===== config.mk =====
export PLATFORM = sky130hd
export DESIGN_NAME = txrx_dma_arbiter
export DESIGN_NICKNAME = d
export VERILOG_FILES = /design/src/rtl/txrx_arb_pkg.sv /design/src/rtl/txrx_mode_decode.sv /design/src/rtl/txrx_fav_counter.sv /design/src/rtl/txrx_grant_ctrl.sv /design/src/rtl/txrx_dma_arbiter.sv
export SDC_FILE = /design/constraint.sdc
export NUM_CORES = 1
export LEC_CHECK = 0
export ABC_CLOCK_PERIOD_IN_PS = 2200
export BUFFER_PORTS_ARGS = -buffer_cell sky130_fd_sc_hd__buf_2
export CORE_AREA = 3 3 40 42
export CTS_BUF_LIST = sky130_fd_sc_hd__clkbuf_16
export DETAILED_ROUTE_END_ITERATION = 12
export DIE_AREA = 0 0 43 45
export GPL_TIMING_DRIVEN = 0
export SLEW_MARGIN = 5
export SYNTH_ARGS = -nofsm -noshare
export SYNTH_HDL_FRONTEND = slang
export SYNTH_SLANG_ARGS = --single-unit

===== constraint.sdc =====
create_clock -name clk -period 2.2 [get_ports clk]
set_input_delay 0.44 -clock clk [delete_from_list [all_inputs] [get_ports clk]]
set_output_delay 0.44 -clock clk [all_outputs]
set_load 0.005 [all_outputs]

===== src/rtl/txrx_arb_pkg.sv =====
package txrx_arb_pkg;
  localparam int MODE_W   = 5;
  localparam int WEIGHT_W = 3;
  localparam int GNT_W    = 2;

  localparam int BIT_FIXED   = 0;
  localparam int BIT_FAV_TX  = 1;
  localparam int WEIGHT_LSB  = 2;

  localparam logic [GNT_W-1:0] GNT_NONE = 2'b00;
  localparam logic [GNT_W-1:0] GNT_RX   = 2'b01;
  localparam logic [GNT_W-1:0] GNT_TX   = 2'b10;

  typedef struct packed {
    logic                fixed_prio;
    logic                fav_tx;
    logic [WEIGHT_W:0]   ratio;
  } arb_policy_t;
endpackage


===== src/rtl/txrx_mode_decode.sv =====
module txrx_mode_decode
  import txrx_arb_pkg::*;
(
  input  logic [MODE_W-1:0] mode_cfg,
  output arb_policy_t       policy
);
  always_comb begin
    policy.fixed_prio = mode_cfg[BIT_FIXED];
    policy.fav_tx     = mode_cfg[BIT_FAV_TX];
    policy.ratio      = {1'b0, mode_cfg[WEIGHT_LSB +: WEIGHT_W]} + 1'b1;
  end
endmodule


===== src/rtl/txrx_fav_counter.sv =====
module txrx_fav_counter
  import txrx_arb_pkg::*;
#(
  parameter int CNT_W = WEIGHT_W + 1
)(
  input  logic             clk,
  input  logic             rst,
  input  logic             arb_fire,
  input  logic             win_fav,
  input  logic             contended,
  input  logic             fixed_prio,
  input  logic [WEIGHT_W:0] ratio,
  output logic [CNT_W-1:0] fav_cnt
);
  localparam logic [CNT_W-1:0] CNT_MAX = {CNT_W{1'b1}};

  always_ff @(posedge clk) begin
    if (rst) begin
      fav_cnt <= '0;
    end else if (arb_fire) begin
      if (fixed_prio || !win_fav) begin
        fav_cnt <= '0;
      end else if (contended && fav_cnt != CNT_MAX) begin
        fav_cnt <= fav_cnt + 1'b1;
      end
    end
  end

  // the count can never climb past the programmed ratio
  p_cnt_bound_r7: assert property (@(posedge clk) disable iff (rst)
    (!fixed_prio && arb_fire && contended) |-> (fav_cnt <= CNT_W'(ratio) || !win_fav));
endmodule


===== src/rtl/txrx_grant_ctrl.sv =====
module txrx_grant_ctrl
  import txrx_arb_pkg::*;
(
  input  logic             clk,
  input  logic             rst,
  input  logic             tx_req,
  input  logic             rx_req,
  input  logic [GNT_W-1:0] pick,
  output logic [GNT_W-1:0] grant_q,
  output logic             idle
);
  logic owner_req;

  assign idle      = (grant_q == GNT_NONE);
  assign owner_req = (grant_q[0] & rx_req) | (grant_q[1] & tx_req);

  always_ff @(posedge clk) begin
    if (rst) begin
      grant_q <= GNT_NONE;
    end else if (idle) begin
      grant_q <= pick;
    end else if (!owner_req) begin
      grant_q <= GNT_NONE;
    end
  end

  p_onehot_r2: assert property (@(posedge clk) disable iff (rst)
    $onehot0(grant_q));
  p_rx_needs_req_r2: assert property (@(posedge clk) disable iff (rst)
    (idle && !rx_req) |=> !grant_q[0]);
  p_tx_needs_req_r2: assert property (@(posedge clk) disable iff (rst)
    (idle && !tx_req) |=> !grant_q[1]);
  p_hold_rx_r3: assert property (@(posedge clk) disable iff (rst)
    (grant_q[0] && rx_req) |=> grant_q[0]);
  p_hold_tx_r3: assert property (@(posedge clk) disable iff (rst)
    (grant_q[1] && tx_req) |=> grant_q[1]);
  p_release_r3: assert property (@(posedge clk) disable iff (rst)
    (!idle && !owner_req) |=> (grant_q == GNT_NONE));
  p_no_hop_r4: assert property (@(posedge clk) disable iff (rst)
    !idle |=> (grant_q == GNT_NONE || grant_q == $past(grant_q)));
endmodule


===== src/rtl/txrx_dma_arbiter.sv =====
module txrx_dma_arbiter
  import txrx_arb_pkg::*;
(
  input  logic              clk,
  input  logic              rst,
  input  logic [MODE_W-1:0] mode_cfg,
  input  logic              tx_req,
  input  logic              rx_req,
  output logic [GNT_W-1:0]  grant
);
  localparam int CNT_W = WEIGHT_W + 1;

  arb_policy_t       policy;
  logic [CNT_W-1:0]  fav_cnt;
  logic              fav_req, oth_req, contended, quota_met, win_fav;
  logic [GNT_W-1:0]  fav_gnt, oth_gnt, pick;
  logic              idle;

  txrx_mode_decode u_decode (
    .mode_cfg (mode_cfg),
    .policy   (policy)
  );

  always_comb begin
    fav_gnt   = policy.fav_tx ? GNT_TX : GNT_RX;
    oth_gnt   = policy.fav_tx ? GNT_RX : GNT_TX;
    fav_req   = policy.fav_tx ? tx_req : rx_req;
    oth_req   = policy.fav_tx ? rx_req : tx_req;
    contended = fav_req && oth_req;
    quota_met = (fav_cnt >= CNT_W'(policy.ratio));
    if (policy.fixed_prio) win_fav = fav_req;
    else                   win_fav = fav_req && !(oth_req && quota_met);
    if (win_fav)      pick = fav_gnt;
    else if (oth_req) pick = oth_gnt;
    else              pick = GNT_NONE;
  end

  txrx_fav_counter #(.CNT_W(CNT_W)) u_count (
    .clk        (clk),
    .rst        (rst),
    .arb_fire   (idle && (tx_req || rx_req)),
    .win_fav    (win_fav),
    .contended  (contended),
    .fixed_prio (policy.fixed_prio),
    .ratio      (policy.ratio),
    .fav_cnt    (fav_cnt)
  );

  txrx_grant_ctrl u_grant (
    .clk     (clk),
    .rst     (rst),
    .tx_req  (tx_req),
    .rx_req  (rx_req),
    .pick    (pick),
    .grant_q (grant),
    .idle    (idle)
  );

  // fixed scheme hands a contended arbitration to the favoured side
  p_fixed_fav_r5: assert property (@(posedge clk) disable iff (rst)
    (idle && contended && policy.fixed_prio) |=> (grant == $past(fav_gnt)));
  // a lone requester is served at the very next edge
  p_lone_rx_r9: assert property (@(posedge clk) disable iff (rst)
    (idle && rx_req && !tx_req) |=> (grant == GNT_RX));
  p_lone_tx_r9: assert property (@(posedge clk) disable iff (rst)
    (idle && tx_req && !rx_req) |=> (grant == GNT_TX));
endmodule


Yosys cells after proc, flatten, opt, wreduce, memory -nomap -nowiden
Index checks and enable logic that the tools add are counted.
{ "totals": {"ff_bits": 6, "in_bits": 9, "output_inout_bits": 2, "word_cells": 33} }
{ "classes": {"add_sub_neg": 2, "magnitude_cmp": 1, "eq_ne": 2, "mux": 11, "n_bitwise": 3, "n_reduce_logical": 12} }
{ "ops": {"columns": ["cell", "count"], "rows": [
  ["2-to-1 mux 2 bit", 6],
  ["2-to-1 mux 4 bit", 2],
  ["logical AND 1 bit", 5],
  ["adder 3 x 1 -> 4 bit, second input constant", 1],
  ["adder 4 x 1 -> 4 bit, second input constant", 1],
  [">= comparator 4 bit", 1],
  ["!= test 4 bit, second input constant", 1],
  ["2-to-1 mux 1 bit", 3],
  ["AND 1 bit", 2],
  ["zero test 1 bit", 2],
  ["zero test 2 bit", 1],
  ["logical OR 1 bit", 2],
  ["!= test 2 bit, second input constant", 1],
  ["AND reduction 2 bit", 1],
  ["nonzero test 2 bit", 1],
  ["OR 1 bit", 1]
]} }

Logic depth before layout (Yosys ltp)
Gate-level depths: netlist of run 1.
{ "logic_depth": {"depth_word": 10, "depth_mapped": 8, "ltp_nobuf": 8} }

Hierarchy
Synthesis of run 1 repeated with hierarchy kept, for this count alone.
{ "hier_totals": {"hier_cells": 73, "area_unflattened_um2": 594.3} }
{ "modules_own_cells": {"columns": ["module", "n_inst", "cells_each", "area_per_inst_um2", "seq_area_each_um2"], "rows": [
  ["txrx_fav_counter", 1, 26, 236.5, 80.1],
  ["txrx_dma_arbiter", 1, 29, 212.7, 0.0],
  ["txrx_grant_ctrl", 1, 12, 98.8, 40.0],
  ["txrx_mode_decode", 1, 6, 46.3, 0.0]
]} }

Least setup slack after synthesis of run 1
No wires, ideal clock.
{ "synth_path": {"kind": "input port to flip-flop", "startpoint": "input port mode_cfg[2]", "endpoint": "register u_count.fav_cnt[1]", "setup_ns": 0.088, "arrival_ns": 1.896, "required_time_ns": 2.112, "setup_slack_ns": 0.216, "path_stages": 8, "path_buffers": 0, "path_cell_list": "ha_1 > inv_1 > ha_1 > o211ai_1 > o21ai_0 > a221oi_2 > nor2_2 > o32ai_2"} }
{ "synth_via": {"elab_chain_len": 10, "word_cells_on_any_way": 11, "classes_between": "add/sub (1); order compare (1); mux (2); reduce/logical (7)"} }
{ "synth_rtl": {"columns": ["item", "line", "source"], "rows": [
  ["from (decl)", "txrx_dma_arbiter.sv:6", "input logic [MODE_W-1:0] mode_cfg,"],
  ["adder 3 x 1 -> 4 bit *", "txrx_mode_decode.sv:10", "policy.ratio = {1'b0, mode_cfg[WEIGHT_LSB +: WEIGHT_W]} + 1'b1;"],
  [">= comparator 4 bit *", "txrx_dma_arbiter.sv:30", "quota_met = (fav_cnt >= CNT_W'(policy.ratio));"],
  ["logical AND 1 bit *", "txrx_dma_arbiter.sv:32", "else win_fav = fav_req && !(oth_req && quota_met);"],
  ["zero test 1 bit *", "txrx_dma_arbiter.sv:32", null],
  ["logical AND 1 bit *", "txrx_dma_arbiter.sv:32", null],
  ["2-to-1 mux 1 bit *", "txrx_dma_arbiter.sv:31", "if (policy.fixed_prio) win_fav = fav_req;"],
  ["zero test 1 bit *", "txrx_fav_counter.sv:21", "if (fixed_prio || !win_fav) begin"],
  ["logical OR 1 bit *", "txrx_fav_counter.sv:21", null],
  ["nonzero test 2 bit (no source line)", null, null],
  ["AND reduction 2 bit (no source line)", null, null],
  ["to (signal assigned)", "txrx_fav_counter.sv:24", "fav_cnt <= fav_cnt + 1'b1;"],
  ["to (decl)", "txrx_fav_counter.sv:13", "output logic [CNT_W-1:0] fav_cnt"]
]} }
Every way passes the cells marked *; elsewhere a longest branch is shown, timed or not.
A chain may end at the register's enable or synchronous reset.

Final worst setup path of run 1
Same ends and word-level chain as after synthesis.

==> results.md, run 1 <==
- Ratio of cells with drive above 1 in the final layout: 28.0%
- Status: finished clean
- Max frequency: between 0.5 and 0.6 GHz
- Synthesis-to-finish area growth: 26.7%
- Syn Inst Count: between 60 and 70
- Drt via density: 5.52
- Setup Skew: roughly 2.5 ps
- Final Cycle Share: 90.8%
- GPL Wtd Cong: 0.700
- Worst Setup Path Type: input port to flop
- Worst hold slack: between 400 and 500 ps
- Diodes inserted: 0
- Post-synthesis sequential area ratio: 22.3%
- Worst hold path class: input port to flop
- Core area: approximately 0.0013 sq mm
- Setup bufs post-CTS: 0
- Syn nets: 78
- Ports: 11
- P_leak: 0.289 nW
- CTS Sinks: 6
- Die Wd: 43 microns
- Unrepaired setup endpoints after global routing: no
- Die ar.: just under 0.002 sq mm
- Site Rows: 13
- Number of global-route vias before repair: 472
- Crit path max-delay family: compound AO/OA/AOI/OAI gates
- Worst path bufs/invs: 2
- Number of port buffers: 9
- Slew @ Worst Pin: 374 ps
- CP max FO: 4
- Final min period: 2000 ps
- Antenna violations before repair: 0
- Crit-path slowest cell: a221oi_2
- Chip height: between 40 and 50 microns
- Max-Slew Margin vs Limit: around three quarters
- Signal arrival time at the worst endpoint: 2140 ps
- Most common cell on crit path: ha_1
- Drt total wl: between 1000 and 1500 microns
- Root buf cell: clkbuf_16
- CP peak stage delay: 350 ps
- Avg WL per Cell: 11.7 microns
- DRC viols: 0
- Syn avg cell area: between 8 and 9 sq um
- Slew Limit Fails: 0
- Reg clk slew, reported paths: about 30 ps
- Setup WS post-layout: ~200 ps
- Max Root-Sink Buffers: 2
- Post-synth cell types: 35
- Max Cap Viol: 0
- First-pass GRT wire length: 1860 microns
- Mapped Area: 539 sq um
- Critical-path cell list: buf_2 > ha_1 > inv_1 > ha_1 > o211ai_1 > o21ai_1 > a221oi_2 > nor2_2 > o32ai_2
- Post-DP HPWL: 850 microns
- Synth Register Bits: 6
- H-tree depth: 1
- Final hold viol count: 0
- Largest net degree at the start of global routing: 11
- First drt pass iteration count: 3
- Initial core utilization: 42.0%
- DRT antenna net count: 0
- Worst EP required: 2340 ps
- Crit start category: input port
- CTS tree: done
- Filler cell count: 130
- Power consumption: 0.000496 W
- GRT overflow: 0
- Inserted Clock Buffers: 3
- Worst skew pair latency: 230 ps
- Net count, final: 92
- Power Density: 726 mW/mm^2
- Yosys warns: 0
- Drt first-iter violations: 6
- Final Setup Violations: 0
- Vias: 497
- Post-Place Worst Slack: -57.1 ps
- CP Capture Type: flop
- Peak VDD IR: 0.465 mV
- Overall routing resource usage: between 10% and 20%
-- synth_stat cells --
cell type  count  share of area, %
xnor2_1        2               3.2
or3_1          1               1.2
clkbuf_1       1              0.70
mux2_4         1               2.8
and4_2         1               1.9
a22o_1         1               1.6
o211ai_1       1               1.4
o21ai_0        2               1.9
nand2_1        3               2.1
nand2b_1       3               3.5
ha_1           6                14
a221oi_2       1               2.8
a21o_1         1               1.4
dfxtp_1        6                22
a21oi_1        3               2.8
a311oi_1       1               1.6
nor3_1         2               1.9
and3_1         1               1.2
nor2_2         1               1.2
o32ai_1        1               1.6
a2111oi_2      1               2.8
nor3b_1        1               1.4
a211oi_1       1               1.4
a21o_2         1               1.6
or2b_1         1               1.4
nor2_1         4               2.8
buf_6          1               2.1
nand3_1        3               2.8
a31oi_1        1               1.2
o21a_1         1               1.4
o32ai_2        1               3.0
nand4_1        1               1.2
o22ai_1        1               1.2
inv_1          5               3.5
xor2_1         1               1.6
-- sequential cells by signal, indices dropped and copies added, names as in the netlist --
| signal | count |
|---|---|
| u_count.fav_cnt | 4 |
| u_grant.grant_q | 2 |
-- path summary, 6_finish.rpt --
kind | startpoint | end | slack, ps | cells past startpoint
min reg2reg | u_count.fav_cnt[0]$_SDFFE_PP0P_ | u_count.fav_cnt[0]$_SDFFE_PP0P_ | 510 | 1
min | rst | u_grant.grant_q[0]$_SDFFE_PP0P_ | 500 | 2
max reg2reg | u_count.fav_cnt[0]$_SDFFE_PP0P_ | u_count.fav_cnt[1]$_SDFFE_PP0P_ | 390 | 7
max | mode_cfg[2] | u_count.fav_cnt[1]$_SDFFE_PP0P_ | 200 | 9
-- cells in the final DEF (no fill, tap or decap), types with 2 or more instances in the layout --
cell type,count
nor3_1,2
a21oi_1,3
nand2b_1,3
buf_2,9
clkbuf_16,3
nand3_1,3
inv_1,5
dfxtp_1,6
nand2_1,3
nor2_1,4
xnor2_1,2
ha_1,6
-- area by class of cell --
type                            count  area (sq um)  area share, %
Multi-Input combinational cell     50           390           57.1
Tap cell                           15          18.8           2.75
Buffer                              2          15.0           2.20
Inverter                            5          18.8           2.75
Timing Repair Buffer                9          45.0           6.59
Sequential cell                     6           120           17.6
Clock buffer                        3          75.1           11.0
-- cells by family (layout without fill, tap and decap cells) --
family          count (synthesis)  in the layout  share of synthesized area, %
compound gates                 18             18                          27.6
xor+xnor                        3              3                          4.87
fa+ha+maj                       6              6                          13.9
buf+inv                         7             19                          6.26
flops                           6              6                          22.3
mux                             1              1                          2.78
simple gates                   22             22                          22.3
-- per-stage QoR --
stage	util (%)	std cells	area (sq um)	setup TNS [ps]
2_1_floorplan	-	63	539	0
3_3_place_gp	46.9	87	603	-130
3_5_place_dp	46.9	87	603	-122
4_1_cts	52.8	90	678	0
5_1_grt	53.2	90	683	0
6_report	53.2	90	683	0
-- per-layer routing --
metal	track usage [%]	vias to the layer above	routed length, microns
met3	5.18	2	56
met5	0	-	0
li1	-	261	-
met4	9.04	0	24
met1	13.9	223	489
met2	21.9	11	481
-- power by group --
part / total, W / internal, W / switching [W]
clock network: 0.000292 / 0.000233 / 0.0000589
logic: 0.0000841 / 0.0000390 / 0.0000451
registers: 0.000120 / 0.000114 / 0.00000585
total: 0.000496 / 0.000386 / 0.000110
-- timing repair --
item	CTS	global route
endpoints found under the hold margin	0	0
endpoints found under the setup margin	0	3
hold buffers	0	0
gates resized for setup	0	2
Power figures use the tool's default switching activity.
==> inputs of run 2 (changes only) <==
- RECOVER_POWER: unset -> 100
==> run 2 against run 1 <==
Net effect: worst setup slack about the same; non-clock buffer count unchanged; final area down 0.37%; register-to-register slack about the same.
==> results.md, run 2 (synthesis results as in run 1) <==
- Status: finished clean
- Power Density: 728 mW/mm^2 (+0.25%)
- Reg clk slew, reported paths: 30 ps (about the same)
- Post-Place Worst Slack: -57.1 ps (unchanged)
- CTS tree: done
- Ports: 11 (unchanged)
- Final Cycle Share: 90.8% (about the same)
- Number of port buffers: 9 (unchanged)
- Max Cap Viol: 0 (unchanged)
- CP max FO: 4 (unchanged)
- Setup WS post-layout: 203 ps (+0.0340 ps)
- Reg-to-reg slack, setup: 390 ps (about the same)
- Max frequency: 0.501 GHz (about the same)
- Max reg flops: 4 (unchanged)
- Root buf cell: clkbuf_16
- Most common cell after layout, fill and taps aside: buf_2
- Peak VDD IR: 0.465 mV (about the same)
- Ratio of cells with drive above 1 in the final layout: 25.3% (-2.7 points)
- Post-DP HPWL: 850 microns (unchanged)
- GPL Wtd Cong: 0.700 (unchanged)
- Max-Slew Margin vs Limit: 74.4% (-0.60 points)
- Unrepaired setup endpoints after global routing: no
- Worst hold slack: 502 ps (+2.47 ps)
- H-tree depth: 1 (unchanged)
- Diodes inserted: 0 (unchanged)
- Die ar.: 0.00194 sq mm (unchanged)
- Worst hold path class: input port to flop
- Initial core utilization: 42.0% (unchanged)
- Signal arrival time at the worst endpoint: 2140 ps (about the same)
- Number of global-route vias before repair: 472 (unchanged)
- First-pass GRT wire length: 1860 microns (unchanged)
- Slew Limit Fails: 0 (unchanged)
- Final Setup Violations: 0 (unchanged)
- Largest Register: u_count.fav_cnt
- CP Capture Type: flop
- Crit start category: input port
- Biggest regs: u_count.fav_cnt (4), u_grant.grant_q (2)
- Fin Setup TNS: 0 ps (unchanged)
- Largest net degree at the start of global routing: 11 (unchanged)
- Drt first-iter violations: 6 (unchanged)
- Inserted Clock Buffers: 3 (unchanged)
- DRT antenna net count: 0 (unchanged)
- P_leak: 0.281 nW (-2.7%)
- CTS Sinks: 6 (unchanged)
- DRC viols: 0 (unchanged)
- Chip height: 45 microns (unchanged)
- Most frequent cells in the layout: buf_2, ha_1, dfxtp_1, inv_1, nor2_1
- Drt via density: 5.59 (+1.2%)
- Synthesis-to-finish area growth: 26.2%
- Worst Setup Path Type: input port to flop
- Antenna violations before repair: 0 (unchanged)
- Final min period: 2000 ps (-0.0340 ps)
- Slew @ Worst Pin: 383 ps (+9.05 ps)
- Drt total wl: 1050 microns (+0.19%)
- Site Rows: 13 (unchanged)
- Filler cell count: 131 (+0.77%)
- Worst EP required: 2340 ps (about the same)
- Setup Skew: 2.48 ps (-0.0462 ps)
- Core area: 0.00128 sq mm (unchanged)
- Vias: 503 (+1.2%)
- First drt pass iteration count: 2 (-1)
- GRT overflow: 0 (unchanged)
- Net count, final: 92 (unchanged)
- Die Wd: 43 microns (unchanged)
- Overall routing resource usage: 13.2% (unchanged)
- Post-Layout Cell Count: 90 (unchanged)
- Worst skew pair latency: 230 ps (about the same)
- Placed cell count: 87 (unchanged)
- Avg WL per Cell: 11.7 microns (+0.19%)
- Max Root-Sink Buffers: 2 (unchanged)
- Final hold viol count: 0 (unchanged)
- Core Util, Final: 53.0% (-0.19 points)
==> run 2: cell count changes in the layout (fill, tap and decap cells not counted) <==
cell,previous run,this run
clkbuf_1,1,3
buf_2,9,7
==> run 2: cell type report <==
type | instances | area [sq um] | share of cell area, %
clock buffers | 3 | 75.1 | 11.0
plain buffers | 2 | 15.0 | 2.21
well taps | 15 | 18.8 | 2.76
repair buffers | 9 | 42.5 | 6.25
inverters | 5 | 18.8 | 2.76
flip-flops and latches | 6 | 120 | 17.6
multi-input cells | 50 | 390 | 57.4
==> run 2: per-stage QoR <==
stage / power (W) / area, sq um
after floorplan: 0.000179 / 539
after global placement: 0.000204 / 603
after detailed placement: 0.000204 / 603
after CTS: 0.000500 / 678
after global routing: 0.000519 / 681
final: 0.000495 / 681
==> run 2: critical path: stages <==
cell,delay (ps)
buf_2,110
ha_1,270
inv_1,40
ha_1,260
o211ai_1,200
o21ai_1,110
a221oi_2,350
nor2_2,120
o32ai_2,250
==> run 2: path summary, 6_finish.rpt <==
check                                  start                               to  cells past startpoint
max                              mode_cfg[2]  u_count.fav_cnt[1]$_SDFFE_PP0P_                      9
min                                      rst  u_grant.grant_q[0]$_SDFFE_PP0P_                      2
max reg2reg  u_count.fav_cnt[0]$_SDFFE_PP0P_  u_count.fav_cnt[1]$_SDFFE_PP0P_                      7
min reg2reg  u_count.fav_cnt[0]$_SDFFE_PP0P_  u_count.fav_cnt[0]$_SDFFE_PP0P_                      1
==> run 2: power by group <==
group / switching, W / internal [W] / leakage, nW
logic: 0.0000453 / 0.0000381 / 0.195
clock network: 0.0000589 / 0.000233 / 0.0370
registers: 0.00000612 / 0.000114 / 0.0488
total: 0.000110 / 0.000385 / 0.281
==> run 2: repair_timing <==
action,CTS,global route
setup buffers,0,0
hold buffers,0,0
setup endpoints to repair,0,3
resized for setup,0,2
==> run 2: per-layer routing <==
metal | up-vias | GRT usage, % | wire, microns
met5 | - | 0 | 0
met1 | 230 | 13.9 | 476
met3 | 2 | 5.18 | 61
li1 | 260 | - | -
met2 | 11 | 21.9 | 491
met4 | 0 | 9.04 | 24
==> inputs of run 3 (changes only) <==
- ABC_AREA: unset -> 1
- REMOVE_ABC_BUFFERS: unset -> 1
==> run 3 against run 2 <==
Net effect: clock power fell by 2%; core utilization down 2.4 points; largest cell class unchanged; clock skew is 1.8 ps lower; clock-buffer cell count stayed put; flip-flop and latch count unchanged; cell count increased by 18%; sequential share of layout area is 0.85 points higher; critical path type unchanged; critical endpoint unchanged; non-clock buffer count fell by 1; first-iteration DRC count increased to 2.8 times the previous value.
==> results.md, run 3 <==
- Diodes inserted: 0 (unchanged)
- Power Density: 735 mW/mm^2 (+0.96%)
- Biggest regs: u_count.fav_cnt (4), u_grant.grant_q (2)
- Post-synth ARST share: 0% (unchanged)
- Final Setup Violations: 0 (unchanged)
- Reg clk slew, reported paths: 30 ps (about the same)
- Avg WL per Cell: 9.10 microns (-22%)
- CP max FO: 3 (-1)
- Post-route cell area: 649 sq um (-4.6%)
- Die ar.: 0.00194 sq mm (unchanged)
- Signal arrival time at the worst endpoint: 1950 ps (-190 ps)
- DRC viols: 0 (unchanged)
- Max frequency: 0.557 GHz (+11%)
- P_leak: 0.320 nW (+14%)
- Worst hold path class: input port to flop
- CP peak stage delay: 290 ps (-60 ps)
- H-tree depth: 1 (unchanged)
- Ports: 11 (unchanged)
- Crit start category: input port
- Slew Limit Fails: 0 (unchanged)
- CTS tree: done
- Drt via density: 4.86 (-13%)
- FF/Latch Area: 120 sq um (unchanged)
- CTS Sinks: 6 (unchanged)
- Largest Register: u_count.fav_cnt
- Most frequent cells after synthesis: nand2_1, nand3_1, inv_1
- Status: finished clean
- Core Util, Final: 50.5% (-2.4 points)
- Die Wd: 43 microns (unchanged)
- Overall routing resource usage: 11.1% (-2.2 points)
- Fin Setup TNS: 0 ps (unchanged)
- Synth Register Bits: 6 (unchanged)
- Worst skew pair latency: 220 ps (about the same)
- Syn avg cell area: 6.54 sq um (-24%)
- Syn Inst Count: 78 (+24%)
- Drt total wl: 965 microns (-8.4%)
- Max Root-Sink Buffers: 2 (unchanged)
- Synthesis-to-finish area growth: 27.2%
- Ratio of cells with drive above 1 in the final layout: 16.5% (-8.8 points)
- Post-synth cell types: 19 (-46%)
- Site Rows: 13 (unchanged)
- Post-DP HPWL: 809 microns (-4.8%)
- CP Capture Type: flop
- Max reg flops: 4 (unchanged)
- Final Cycle Share: 81.6% (-9.1 points)
- Synth top area share: 23.5% (+1.3 points)
- Crit-path slowest cell: ha_1
- Yosys warns: 0 (unchanged)
- Antenna violations before repair: 0 (unchanged)
- Post-synth EDFFs: 0 (unchanged)
- Crit path max-delay family: simple AND/OR/NAND/NOR gates
- Worst EP required: 2350 ps (about the same)
- Root buf cell: clkbuf_16
- Most area-consuming cells after synthesis: dfxtp_1, ha_1, nand2_1
- Multi-input gate area: 345 sq um (-12%)
- Final hold viol count: 0 (unchanged)
- Drt first-iter violations: 17 (+11)
- Final min period: 1800 ps (-200 ps)
- Initial core utilization: 39.7% (-2.2 points)
- DRT antenna net count: 0 (unchanged)
- Most common cell on crit path: nand2_1
- Net count, final: 108 (+17%)
- Chip height: 45 microns (unchanged)
- Max Cap Viol: 0 (unchanged)
- Post-cts sizing count: 0 (unchanged)
- Max-Slew Margin vs Limit: 84.6% (+10 points)
- First drt pass iteration count: 4 (+2)
- GPL Wtd Cong: 0.805 (+15%)
- Placed cell count: 103 (+18%)
- First-pass GRT wire length: 1660 microns (-10%)
- Peak VDD IR: 0.464 mV (-0.19%)
- Number of global-route vias before repair: 418 (-11%)
- Top_reg_cell synth: dfxtp_1
- Most frequent cells in the layout: nand2_1, nand3_1, inv_1, buf_2
- Worst path bufs/invs: 2 (unchanged)
- Post-Layout Cell Count: 106 (+18%)
- Largest net degree at the start of global routing: 8 (-3)
- Crit path from: mode_cfg[2]
- Reg-to-Reg Start: u_count.fav_cnt[3]$_SDFFE_PP0P_
- Most common cell after layout, fill and taps aside: nand2_1
- Leading area contributor after synthesis: dfxtp_1
- Critical-path cell list: clkbuf_1 > ha_1 > xnor2_1 > ha_1 > nand2_1 > inv_1 > nand2_1 > nand3_1 > nand2_1 > nand3_1 > nor2_1 > nand2_1 > a21oi_1
- Unrepaired setup endpoints after global routing: no
- GRT overflow: 0 (unchanged)
- Core area: 0.00128 sq mm (unchanged)
- Post-synthesis sequential area ratio: 23.5% (+1.3 points)
- # hold bufs at CTS: 0 (unchanged)
- Slew @ Worst Pin: 231 ps (-153 ps)
- Vias: 515 (+2.4%)
- Count leader, synth: nand2_1
- Number of port buffers: 10 (+1)
- Setup bufs post-CTS: 0 (unchanged)
- Placed cell areas: 579 sq um (-3.9%)
- Inserted Clock Buffers: 3 (unchanged)
- Worst Setup Path Type: input port to flop
- Setup Skew: 0.684 ps (-1.79 ps)
- Mapped Area: 510 sq um (-5.3%)
- Filler cell count: 133 (+1.5%)
- Hold Startpoint: rst
[run 3: changes by cell type after synthesis, moves of 2 or more]
| cell | delta |
|---|---|
| nor3_1 | -2 |
| nand2_1 | +16 |
| inv_1 | +5 |
| nand4_1 | +2 |
| nor2_1 | +2 |
| a21oi_1 | +2 |
| nand2b_1 | -3 |
| nand3_1 | +9 |
[run 3: layer usage]
| metal | routed length, microns | vias to the layer above | share of wire, % | track usage, % |
|---|---|---|---|---|
| met1 | 523 | 217 | 54 | 16.1 |
| met5 | 0 | - | 0 | 0 |
| met3 | 43 | 0 | 4.5 | 3.59 |
| met4 | 0 | 0 | 0 | 3.61 |
| met2 | 398 | 10 | 41 | 15.3 |
| li1 | - | 288 | - | - |
[run 3: cells by family after synthesis]
| group | after synthesis | synth area share [%] |
|---|---|---|
| compound gates | 11 | 13.7 |
| xor+xnor | 2 | 3.43 |
| flops | 6 | 23.5 |
| buf+inv | 11 | 8.09 |
| fa+ha+maj | 6 | 14.7 |
| simple gates | 42 | 36.5 |
[run 3: layout make-up]
| class | instances | area share (%) |
|---|---|---|
| sequential | 6 | 18.5 |
| inverter | 11 | 6.36 |
| clock buffer | 3 | 11.6 |
| timing repair buffer | 10 | 7.51 |
| multi-input combinational | 61 | 53.2 |
| tap | 15 | 2.89 |
[run 3: metrics by stage]
stage	total power, W	hold slack [ps]	worst slack (ps)
after global placement	0.000194	492	184
after detailed placement	0.000194	499	182
after CTS	0.000484	446	408
after global routing	0.000506	450	227
after floorplan	0.000169	467	442
final	0.000477	448	404
[run 3: worst reg2reg max path, cell delays in order, from the launching register on]
cell and delay [ps]:
dfxtp_1 340, ha_1 350, a21oi_1 150, nand3_1 110
nand2_1 90, nand3_1 110, nor2_1 160, nand2_1 70
a21oi_1 130
[run 3: power by group]
group | leakage (nW) | switching [W] | internal, W
Sequential | 0.0487 | 0.00000377 | 0.000114
Combinational | 0.234 | 0.0000426 | 0.0000308
Clock | 0.0370 | 0.0000538 | 0.000233
Total | 0.320 | 0.000100 | 0.000377
[run 3: worst paths after layout]
path                                                         to  slack (ps)  depth (start not counted)
worst max-delay path            u_count.fav_cnt[1]$_SDFFE_PP0P_         400                         13
worst min-delay path            u_count.fav_cnt[1]$_SDFFE_PP0P_         450                          2
worst max register to register  u_count.fav_cnt[1]$_SDFFE_PP0P_         630                          8
worst min register to register  u_grant.grant_q[0]$_SDFFE_PP0P_         500                          2
